==> src/rtl/card_seq_pkg.sv <==
`timescale 1ns/1ps
package card_seq_pkg;
  localparam int unsigned NUM_EN = 5;
  localparam int unsigned LVL_W  = $clog2(NUM_EN + 1);

  // enable index = power-up order
  localparam int unsigned EN_PUMP = 0;
  localparam int unsigned EN_VCC  = 1;
  localparam int unsigned EN_CLK  = 2;
  localparam int unsigned EN_IO   = 3;
  localparam int unsigned EN_RST  = 4;

  typedef enum logic [1:0] {
    MODE_IDLE = 2'd0,
    MODE_UP   = 2'd1,
    MODE_ON   = 2'd2,
    MODE_DOWN = 2'd3
  } mode_e;
endpackage

==> src/rtl/seq_cmd_edge.sv <==
`timescale 1ns/1ps
module seq_cmd_edge (
  input  logic clk_i,
  input  logic rst_ni,
  input  logic cmd_ni,
  output logic fall_o,
  output logic rise_o
);
  logic cmd_q;

  // reset low: a command held low through reset is not an edge
  always_ff @(posedge clk_i or negedge rst_ni) begin
    if (!rst_ni) cmd_q <= 1'b0;
    else         cmd_q <= cmd_ni;
  end

  assign fall_o = cmd_q & ~cmd_ni;
  assign rise_o = ~cmd_q & cmd_ni;
endmodule

==> src/rtl/seq_step_timer.sv <==
`timescale 1ns/1ps
module seq_step_timer #(
  parameter int unsigned STEP_TICKS = 25
) (
  input  logic clk_i,
  input  logic rst_ni,
  input  logic tick_i,
  input  logic run_i,
  input  logic clr_i,
  output logic step_o
);
  localparam int unsigned CNT_W = (STEP_TICKS > 1) ? $clog2(STEP_TICKS) : 1;
  localparam logic [CNT_W-1:0] LAST = CNT_W'(STEP_TICKS - 1);

  logic [CNT_W-1:0] cnt_q;
  logic             at_last;

  assign at_last = (cnt_q == LAST);
  assign step_o  = run_i & ~clr_i & tick_i & at_last;

  always_ff @(posedge clk_i or negedge rst_ni) begin
    if (!rst_ni)                cnt_q <= '0;
    else if (clr_i || !run_i)   cnt_q <= '0;
    else if (tick_i)            cnt_q <= at_last ? '0 : cnt_q + CNT_W'(1);
  end
endmodule

==> src/rtl/seq_off_latch.sv <==
`timescale 1ns/1ps
module seq_off_latch (
  input  logic clk_i,
  input  logic rst_ni,
  input  logic set_i,
  input  logic clr_i,
  output logic off_no
);
  logic off_q;

  // set wins over a same-cycle release
  always_ff @(posedge clk_i or negedge rst_ni) begin
    if (!rst_ni)    off_q <= 1'b0;
    else if (set_i) off_q <= 1'b1;
    else if (clr_i) off_q <= 1'b0;
  end

  assign off_no = ~off_q;
endmodule

==> src/rtl/seq_ctrl.sv <==
`timescale 1ns/1ps
module seq_ctrl
  import card_seq_pkg::*;
(
  input  logic             clk_i,
  input  logic             rst_ni,
  input  logic             step_i,
  input  logic             cmd_fall_i,
  input  logic             cmd_ni,
  input  logic             present_i,
  input  logic             short_i,
  input  logic             supv_i,
  output logic [LVL_W-1:0] level_o,
  output mode_e            mode_o,
  output logic             clr_o,
  output logic             fault_o
);
  localparam logic [LVL_W-1:0] LVL_FULL = LVL_W'(NUM_EN);
  localparam logic [LVL_W-1:0] LVL_ONE  = LVL_W'(1);

  mode_e            mode_q, mode_d;
  logic [LVL_W-1:0] lvl_q, lvl_d, lvl_dn, lvl_up;
  logic             pend_q, pend_d;
  logic             live, start, go_down;

  assign live   = (mode_q == MODE_UP) || (mode_q == MODE_ON);
  assign start  = (mode_q == MODE_IDLE) && cmd_fall_i && present_i;
  assign lvl_dn = lvl_q - LVL_ONE;
  assign lvl_up = lvl_q + LVL_ONE;

  // short during power-up only arms pend_q; it bites once fully up
  always_comb begin
    go_down = 1'b0;
    if (live)              go_down = cmd_ni | ~present_i | supv_i;
    if (mode_q == MODE_ON) go_down = go_down | short_i | pend_q;
  end

  assign fault_o = live & (short_i | ~present_i | supv_i);
  assign clr_o   = start | go_down;

  always_comb begin
    mode_d = mode_q;
    lvl_d  = lvl_q;
    case (mode_q)
      MODE_IDLE: begin
        if (start) begin
          mode_d = MODE_UP;
          lvl_d  = LVL_ONE;
        end
      end
      MODE_UP: begin
        if (go_down) begin
          lvl_d  = lvl_dn;
          mode_d = (lvl_dn == '0) ? MODE_IDLE : MODE_DOWN;
        end else if (step_i) begin
          lvl_d  = lvl_up;
          mode_d = (lvl_up == LVL_FULL) ? MODE_ON : MODE_UP;
        end
      end
      MODE_ON: begin
        if (go_down) begin
          lvl_d  = lvl_dn;
          mode_d = MODE_DOWN;
        end
      end
      MODE_DOWN: begin
        if (step_i) begin
          lvl_d  = lvl_dn;
          mode_d = (lvl_dn == '0) ? MODE_IDLE : MODE_DOWN;
        end
      end
      default: begin
        mode_d = MODE_IDLE;
        lvl_d  = '0;
      end
    endcase
  end

  always_comb begin
    pend_d = pend_q;
    if (!live || go_down)                 pend_d = 1'b0;
    else if (mode_q == MODE_UP && short_i) pend_d = 1'b1;
  end

  always_ff @(posedge clk_i or negedge rst_ni) begin
    if (!rst_ni) begin
      mode_q <= MODE_IDLE;
      lvl_q  <= '0;
      pend_q <= 1'b0;
    end else begin
      mode_q <= mode_d;
      lvl_q  <= lvl_d;
      pend_q <= pend_d;
    end
  end

  assign level_o = lvl_q;
  assign mode_o  = mode_q;
endmodule

==> src/rtl/card_power_seq.sv <==
`timescale 1ns/1ps
module card_power_seq
  import card_seq_pkg::*;
#(
  parameter int unsigned STEP_TICKS = 25
) (
  input  logic clk_i,
  input  logic rst_ni,
  input  logic tick_i,
  input  logic present_hi_i,
  input  logic present_lo_ni,
  input  logic cmd_ni,
  input  logic short_i,
  input  logic supv_fault_i,
  output logic pump_en_o,
  output logic vcc_en_o,
  output logic clk_en_o,
  output logic io_en_o,
  output logic rst_rel_o,
  output logic off_no
);
  logic             present;
  logic             cmd_fall, cmd_rise;
  logic             step, clr, run, fault;
  logic [LVL_W-1:0] level;
  mode_e            mode;
  logic [NUM_EN-1:0] en;

  assign present = present_hi_i | ~present_lo_ni;
  assign run     = (mode == MODE_UP) || (mode == MODE_DOWN);

  seq_cmd_edge i_edge (
    .clk_i  (clk_i),
    .rst_ni (rst_ni),
    .cmd_ni (cmd_ni),
    .fall_o (cmd_fall),
    .rise_o (cmd_rise)
  );

  seq_step_timer #(.STEP_TICKS(STEP_TICKS)) i_timer (
    .clk_i  (clk_i),
    .rst_ni (rst_ni),
    .tick_i (tick_i),
    .run_i  (run),
    .clr_i  (clr),
    .step_o (step)
  );

  seq_ctrl i_ctrl (
    .clk_i      (clk_i),
    .rst_ni     (rst_ni),
    .step_i     (step),
    .cmd_fall_i (cmd_fall),
    .cmd_ni     (cmd_ni),
    .present_i  (present),
    .short_i    (short_i),
    .supv_i     (supv_fault_i),
    .level_o    (level),
    .mode_o     (mode),
    .clr_o      (clr),
    .fault_o    (fault)
  );

  seq_off_latch i_off (
    .clk_i  (clk_i),
    .rst_ni (rst_ni),
    .set_i  (fault),
    .clr_i  (cmd_rise),
    .off_no (off_no)
  );

  // enable k is on while level exceeds k: one bit moves per stage
  for (genvar k = 0; k < NUM_EN; k++) begin : g_en
    assign en[k] = (level > LVL_W'(k));
  end

  assign pump_en_o = en[EN_PUMP];
  assign vcc_en_o  = en[EN_VCC];
  assign clk_en_o  = en[EN_CLK];
  assign io_en_o   = en[EN_IO];
  assign rst_rel_o = en[EN_RST];
endmodule

==> config.mk <==
export PLATFORM = sky130hd
export DESIGN_NAME = card_power_seq
export DESIGN_NICKNAME = d
export VERILOG_FILES = /design/src/rtl/card_seq_pkg.sv /design/src/rtl/seq_cmd_edge.sv /design/src/rtl/seq_step_timer.sv /design/src/rtl/seq_off_latch.sv /design/src/rtl/seq_ctrl.sv /design/src/rtl/card_power_seq.sv
export SDC_FILE = /design/constraint.sdc
export NUM_CORES = 1
export LEC_CHECK = 0
export BUFFER_PORTS_ARGS = -buffer_cell sky130_fd_sc_hd__buf_2
export CAP_MARGIN = 20
export CORE_MARGIN = 8
export CORE_UTILIZATION = 56
export DETAILED_ROUTE_END_ITERATION = 10
export GPL_TIMING_DRIVEN = 0
export HOLD_SLACK_MARGIN = 0.15
export PLACE_DENSITY = 0.78
export SLEW_MARGIN = 20
export SYNTH_ARGS = -nofsm -noshare
export SYNTH_HDL_FRONTEND = slang
export SYNTH_SLANG_ARGS = --single-unit
==> constraint.sdc <==
create_clock -name clk_i -period 2.2 [get_ports clk_i]
set_input_delay 0 -clock clk_i [delete_from_list [all_inputs] [get_ports clk_i]]
set_output_delay 0 -clock clk_i [all_outputs]
set_load 0.03 [all_outputs]
# Word level (Yosys, flattened, before mapping)
# Cells that the tools add are included.
[totals] rom_bits=0 mem_count=0 ram_bits=0 word_cells=81 reg_bits=13 latch_bits=0 input_bits=8
[op_classes] n_mux=23 magnitude_cmp=5 n_shift=0 bitwise_logic=20 div_mod_pow=0 addsub=3 eq_ne=9 reduce_logical=15 mul=0
[ops] operator="two-way mux 3 bit" count=5
[ops] operator="two-way mux 5 bit" count=3
[ops] operator="two-way mux 2 bit" count=7
[ops] operator="case mux 3 bit (4 select lines)" count=1
[ops] operator="OR 1 bit" count=8
[ops] operator="case mux 2 bit (4 select lines)" count=1
[ops] operator="AND 1 bit" count=6
[ops] operator="> comparator 3 x 1 -> 1 bit, second input constant" count=2
[ops] operator="> comparator 3 x 2 -> 1 bit, second input constant" count=2
[ops] operator="two-way mux 1 bit" count=6
[ops] operator="inequality test 2 x 1 -> 1 bit, second input constant" count=3
[ops] operator="NOT 1 bit" count=6
[ops] operator="nonzero test 2 bit" count=3
[ops] operator="adder 5 x 1 -> 5 bit, second input constant" count=1
[ops] operator="equality test 5 bit, second input constant" count=1
[ops] operator="equality test 2 bit, second input constant" count=2
[ops] operator="logical OR 1 bit" count=4
[ops] operator="AND reduction 4 bit" count=1
[ops] operator="adder 3 x 1 -> 3 bit, second input constant" count=1
[ops] operator="equality test 3 bit, second input constant" count=1
[ops] operator="> comparator 3 bit, second input constant" count=1
[ops] operator="logical AND 1 bit" count=3
[ops] operator="zero test 3 bit" count=1
[ops] operator="inequality test 3 x 1 -> 1 bit, second input constant" count=1
[ops] operator="4 further kinds" count=5

# Longest topological paths before layout
[depth] depth_word=17 mapped_depth=7 ltp_nobuf=7

# Modules after synthesis
# Synthesis repeated with hierarchy kept, for this count alone.
[hier_totals] cells_unflattened=106 area_unflattened_um2=996.0
[modules_own_cells] module="seq_ctrl" n_inst=1 seq_area_each_um2=150.1 cells_each=60 area_per_inst_um2=564.3
[modules_own_cells] module="seq_step_timer" n_inst=1 seq_area_each_um2=125.1 cells_each=33 area_per_inst_um2=309.0
[modules_own_cells] module="card_power_seq" n_inst=1 seq_area_each_um2=0.0 cells_each=7 area_per_inst_um2=42.5
[modules_own_cells] module="seq_cmd_edge" n_inst=1 seq_area_each_um2=25.0 cells_each=3 area_per_inst_um2=40.0
[modules_own_cells] module="seq_off_latch" n_inst=1 seq_area_each_um2=25.0 cells_each=3 area_per_inst_um2=40.0

# Least setup slack after synthesis
# OpenSTA, ideal clock, no wires.
[synth_path] path_kind="register to register" startpoint="register i_ctrl.mode_q[1], in the netlist i_ctrl.mode_o[1]" endpoint="register i_ctrl.lvl_q[1], in the netlist i_ctrl.level_o[1]" period_less_slack_ns=1.869 stages_incl_launch_ff=7 n_path_buf=0 t_arrival_ns=1.744 path_slack_ns=0.331 required_time_ns=2.075 cell_sequence="dfrtp_1 -> inv_1 -> ha_1 -> o31a_1 -> o2111ai_2 -> o22ai_4 -> mux2_4"
[synth_between] elab_chain_cells=13
[synth_lines] item="start, declared" line_no="seq_ctrl.sv:21" rtl="mode_e mode_q, mode_d;"
[synth_lines] item="start signal, assigned" line_no="seq_ctrl.sv:91" rtl="mode_q <= mode_d;"
[synth_lines] item="equality test 2 x 1 -> 1 bit or equality test 2 bit (tied branches)"
[synth_lines] item="logical OR 1 bit" line_no="seq_ctrl.sv:26" rtl="assign live = (mode_q == MODE_UP) || (mode_q == MODE_ON);"
[synth_lines] item="two-way mux 1 bit" line_no="seq_ctrl.sv:34" rtl="if (live) go_down = cmd_ni | ~present_i | supv_i;"
[synth_lines] item="OR 1 bit (2 in series)" line_no="seq_ctrl.sv:35" rtl="if (mode_q == MODE_ON) go_down = go_down | short_i | pend_q;"
[synth_lines] item="two-way mux 1 bit" line_no="seq_ctrl.sv:35"
[synth_lines] item="OR 1 bit" line_no="seq_ctrl.sv:39" rtl="assign clr_o = start | go_down;"
[synth_lines] item="NOT 1 bit" line_no="seq_step_timer.sv:19" rtl="assign step_o = run_i & ~clr_i & tick_i & at_last;"
[synth_lines] item="AND 1 bit (3 in series)" line_no="seq_step_timer.sv:19"
[synth_lines] item="inequality test 3 x 1 -> 1 bit (no source line) or inequality test 2 x 1 -> 1 bit (tied branches)"
[synth_lines] item="AND reduction 4 bit (no source line)"
[synth_lines] item="end signal, assigned" line_no="seq_ctrl.sv:92" rtl="lvl_q <= lvl_d;"
[synth_lines] item="end, declared" line_no="seq_ctrl.sv:22" rtl="logic [LVL_W-1:0] lvl_q, lvl_d, lvl_dn, lvl_up;"
# Several ways; a longest one is shown, not always the timed one.
# A chain may end at the register's enable or synchronous reset.

# Worst setup path after layout
[layout_path] startpoint="register i_ctrl.mode_q[1], in the netlist i_ctrl.mode_o[1]" endpoint="register i_ctrl.mode_q[0], in the netlist i_ctrl.mode_o[0]"
[layout_between] elab_chain_cells=13
[layout_lines] item="equality test 2 x 1 -> 1 bit or equality test 2 bit (tied branches)"
[layout_lines] item="logical OR 1 bit" line_no="seq_ctrl.sv:26"
[layout_lines] item="two-way mux 1 bit" line_no="seq_ctrl.sv:34"
[layout_lines] item="OR 1 bit (2 in series)" line_no="seq_ctrl.sv:35"
[layout_lines] item="two-way mux 1 bit" line_no="seq_ctrl.sv:35"
[layout_lines] item="OR 1 bit" line_no="seq_ctrl.sv:39"
[layout_lines] item="NOT 1 bit" line_no="seq_step_timer.sv:19"
[layout_lines] item="AND 1 bit (3 in series)" line_no="seq_step_timer.sv:19"
[layout_lines] item="inequality test 3 x 1 -> 1 bit (no source line) or inequality test 2 x 1 -> 1 bit (tied branches)"
[layout_lines] item="AND reduction 4 bit (no source line)"
# Several ways; a longest one is shown, not always the timed one.

==> impl_metrics.py <==
metrics = {
    "finish": {
        "drive_above_1_share": 0.226,
        "multi_input_area_um2": 703,
        "register_area_um2": 325,
        "final_nets": 155,
        "fillers": 149,
        "diodes": 0,
        "area_delta_synth_final_pct": 17.3,
    },
    "yosys": {
        "synth-seq-area-share": 0.305,
        "yosysUniqueCellTypes": 37,
        "mappedNetlistArea_um2": 1070,
        "yosys_warnings": 0,
        "syn_nets": 131,
        "synth-seq-cells": 13,
        "synthCells": 110,
        "avgSynthCellArea_um2": 9.69,
    },
    "worst_setup_path": {
        "arrival_ps": 2230,
        "crit_chain": "inv_1 > ha_1 > o31a_1 > o2111ai_2 > o22ai_4 > mux2_4",
        "cp_max_fo": 5,
        "reg2reg_slack_ps": 130,
        "r2r-start": "i_ctrl.mode_o[1]",
        "cp_num_buf_inv": 1,
        "crit_family": "compound AO/OA/AOI/OAI gates",
        "worst_r2r_endpoint": "i_ctrl.mode_o[0]",
        "path_class": "reg -> reg",
        "cp-start-kind": "flip-flop",
        "slowest_stage": "dfrtp_1",
        "reg2reg_depth": 6,
        "critPathRequiredTime_ps": 2370,
        "end_kind": "flip-flop",
        "critPathMaxStageDelay_ps": 420,
    },
    "global_routing": {
        "grt_max_degree": 14,
        "track_usage": 0.132,
        "antenna_found_initial": 0,
        "grt_pass1_wl_um": 3580,
        "gr-total-overflow": 0,
        "grt_pass1_vias": 812,
    },
    "detailed_routing": {
        "wl_per_cell_um": 13.7,
        "wl_met1_um": 1000,
        "drc": 0,
        "drtAntennaViolNets": 0,
        "dr.pass1.iters": 4,
        "via_per_inst": 5.47,
        "drt_iter0_drc": 24,
        "wirelength_um": 2170,
        "via_count": 864,
        "top_layer": "met4",
        "met3_wirelength_um": 111,
        "wl_met2_um": 1050,
    },
    "run_status": {
        "status": "finished, final reports clean",
    },
    "power": {
        "peakVddDrop_v": 0.000940,
        "fin_total_pwr_mw": 1.81,
        "power.leakage_nw": 0.584,
        "p_per_area_nw_per_um2": 1450,
    },
    "die": {
        "coreArea_um2": 1760,
        "initial_core_util": 0.604,
        "fp.dieW_um": 59.6,
        "rows": 15,
        "io-pin-count": 14,
        "die_h_um": 59.6,
        "dieArea_um2": 3560,
    },
    "cts": {
        "cts-resized-gates": 0,
        "path_clk_slew_ps": 90,
        "cts-htree-levels": 1,
        "numCtsBuffers": 3,
        "cts_buffer_depth": 2,
        "insertion_delay_ps": 270,
        "cts_sinks": 13,
        "clockRootBuffer": "clkbuf_4",
        "cts_tree": "yes",
    },
    "timing": {
        "finalSetupViolations": 0,
        "fin_tns_setup_ps": 0,
        "hold_viol": 0,
        "clock-skew-final_ps": 3.76,
        "final.period_utilization": 0.939,
        "slew_violations": 0,
        "rsz0062_at_grt": "no",
        "relSlewSlack": 0.585,
        "worst_pin_slew_ps": 621,
        "period_minus_slack_ps": 2070,
        "timing.fmax_mhz": 484,
    },
    "worst_hold_path": {
        "worstHoldStart": "supv_fault_i",
        "hold_path_end": "i_ctrl.pend_q",
        "hp-class": "in -> reg",
        "holdPathStages": 4,
    },
    "placed_design": {
        "numPortBuffers": 13,
        "gp_congestion": 0.791,
        "post-dp-hpwl_um": 1620,
    },
    "flow_run": {
        "drv_cap": 0,
    },
}
cell type report:
| type | count | area share |
|---|---|---|
| clock buffers | 3 | 0.0180 |
| inverters | 10 | 0.0300 |
| repair buffers | 19 | 0.100 |
| well taps | 25 | 0.0250 |
| flip-flops and latches | 13 | 0.260 |
| clock inverters | 1 | 0.00400 |
| multi-input cells | 87 | 0.563 |
worst reg2reg max path, stage by stage (launching register included):
cell and delay, ps:
dfrtp_1 420, inv_1 110, ha_1 380, o31a_1 250, o2111ai_2 180, o22ai_4 290
mux2_4 340
worst max-delay path by stage:
stage / start / cells after the start / endpoint / slack, ps
finish: i_ctrl.mode_o[1] / 6 / i_ctrl.mode_o[0] / 130
global route: i_ctrl.mode_o[1] / 6 / i_ctrl.mode_o[0] / 2
CTS: i_ctrl.mode_o[1] / 6 / i_ctrl.mode_o[0] / 130
detailed placement: i_ctrl.mode_o[1] / 6 / i_ctrl.mode_o[0] / 150
global placement: i_ctrl.mode_o[1] / 6 / i_ctrl.mode_o[0] / 170
floorplan: i_ctrl.mode_o[1] / 6 / i_ctrl.level_o[1] / 330
report_power, final:
| part | internal, mW | switching (mW) |
|---|---|---|
| Sequential | 0.315 | 0.0853 |
| Combinational | 0.551 | 0.705 |
| Clock | 0.0673 | 0.0832 |
flip-flops by register name (all words and copies together) (netlist names):
name and flops:
i_timer.cnt_q 5, i_ctrl.level_o 3, i_ctrl.mode_o 2, i_ctrl.pend_q 1
i_edge.cmd_q 1, i_off.off_q 1
layer usage:
metal / up-vias / GRT usage
met5: - / 0
met4: 0 / 0.0408
met3: 2 / 0.0239
met2: 28 / 0.219
met1: 392 / 0.166
li1: 442 / -
per-stage QoR:
stage          instances  setup WS, ps  cell area, um^2  utilization  hold slack, ps
5_1_grt              158          2.46             1250        0.709             206
4_1_cts              158           131             1250        0.709             169
3_3_place_gp         148           169             1160        0.659           -94.1
2_1_floorplan        110           331             1070            -            -296
6_report             158           133             1250        0.709             178
3_5_place_dp         148           153             1160        0.659           -93.8
cells in the final DEF (no fill, tap or decap), types with 3 or more instances in the layout:
cell type       n
nor2_1         14
ha_1           13
dfrtp_1        13
buf_2          13
inv_1          10
nand2_1         8
a21oi_1         8
dlygate4sd3_1   6
o21ai_0         5
mux2_4          4
nor3_1          3
clkbuf_4        3
repair_timing:
item	CTS	global route
hold endpoints to repair	19	0
hold buffers	6	0
setup endpoints to repair	0	0
buffers inserted	0	0
kinds of logic after synthesis:
group	after synthesis	synth area share
AND/OR/NAND/NOR	37	0.185
flip-flops	13	0.305
buffers and inverters	10	0.0352
multiplexers	7	0.0857
adder cells (fa/ha/maj)	13	0.153
AO/OA/AOI/OAI	29	0.228
XOR/XNOR	1	0.00822
synthesized netlist by cell type (all sizes together):
library cell	n	area [um^2]
o32ai	1	8.76
dfrtp	13	325
xnor2	1	8.76
nor3	3	15.0
mux2	5	71.3
o31ai	3	36.3
o22ai	1	20.0
o221ai	1	8.76
o2111ai	2	41.3
inv	10	37.5
nand2	8	30.0
a211oi	1	7.51
o31a	1	8.76
nand3	2	10.0
a41oi	1	8.76
a21oi	8	40.0
nor3b	1	7.51
or3b	1	11.3
nor2b	2	20.0
ha	13	163
a221o	1	10.0
nand2b	3	26.3
o21ai	7	38.8
nor2	14	52.6
nand3b	1	7.51
a31oi	1	6.26
o211ai	1	7.51
and4b	1	10.0
or2b	1	7.51
mux2i	2	20.0
Power figures use the tool's default switching activity.
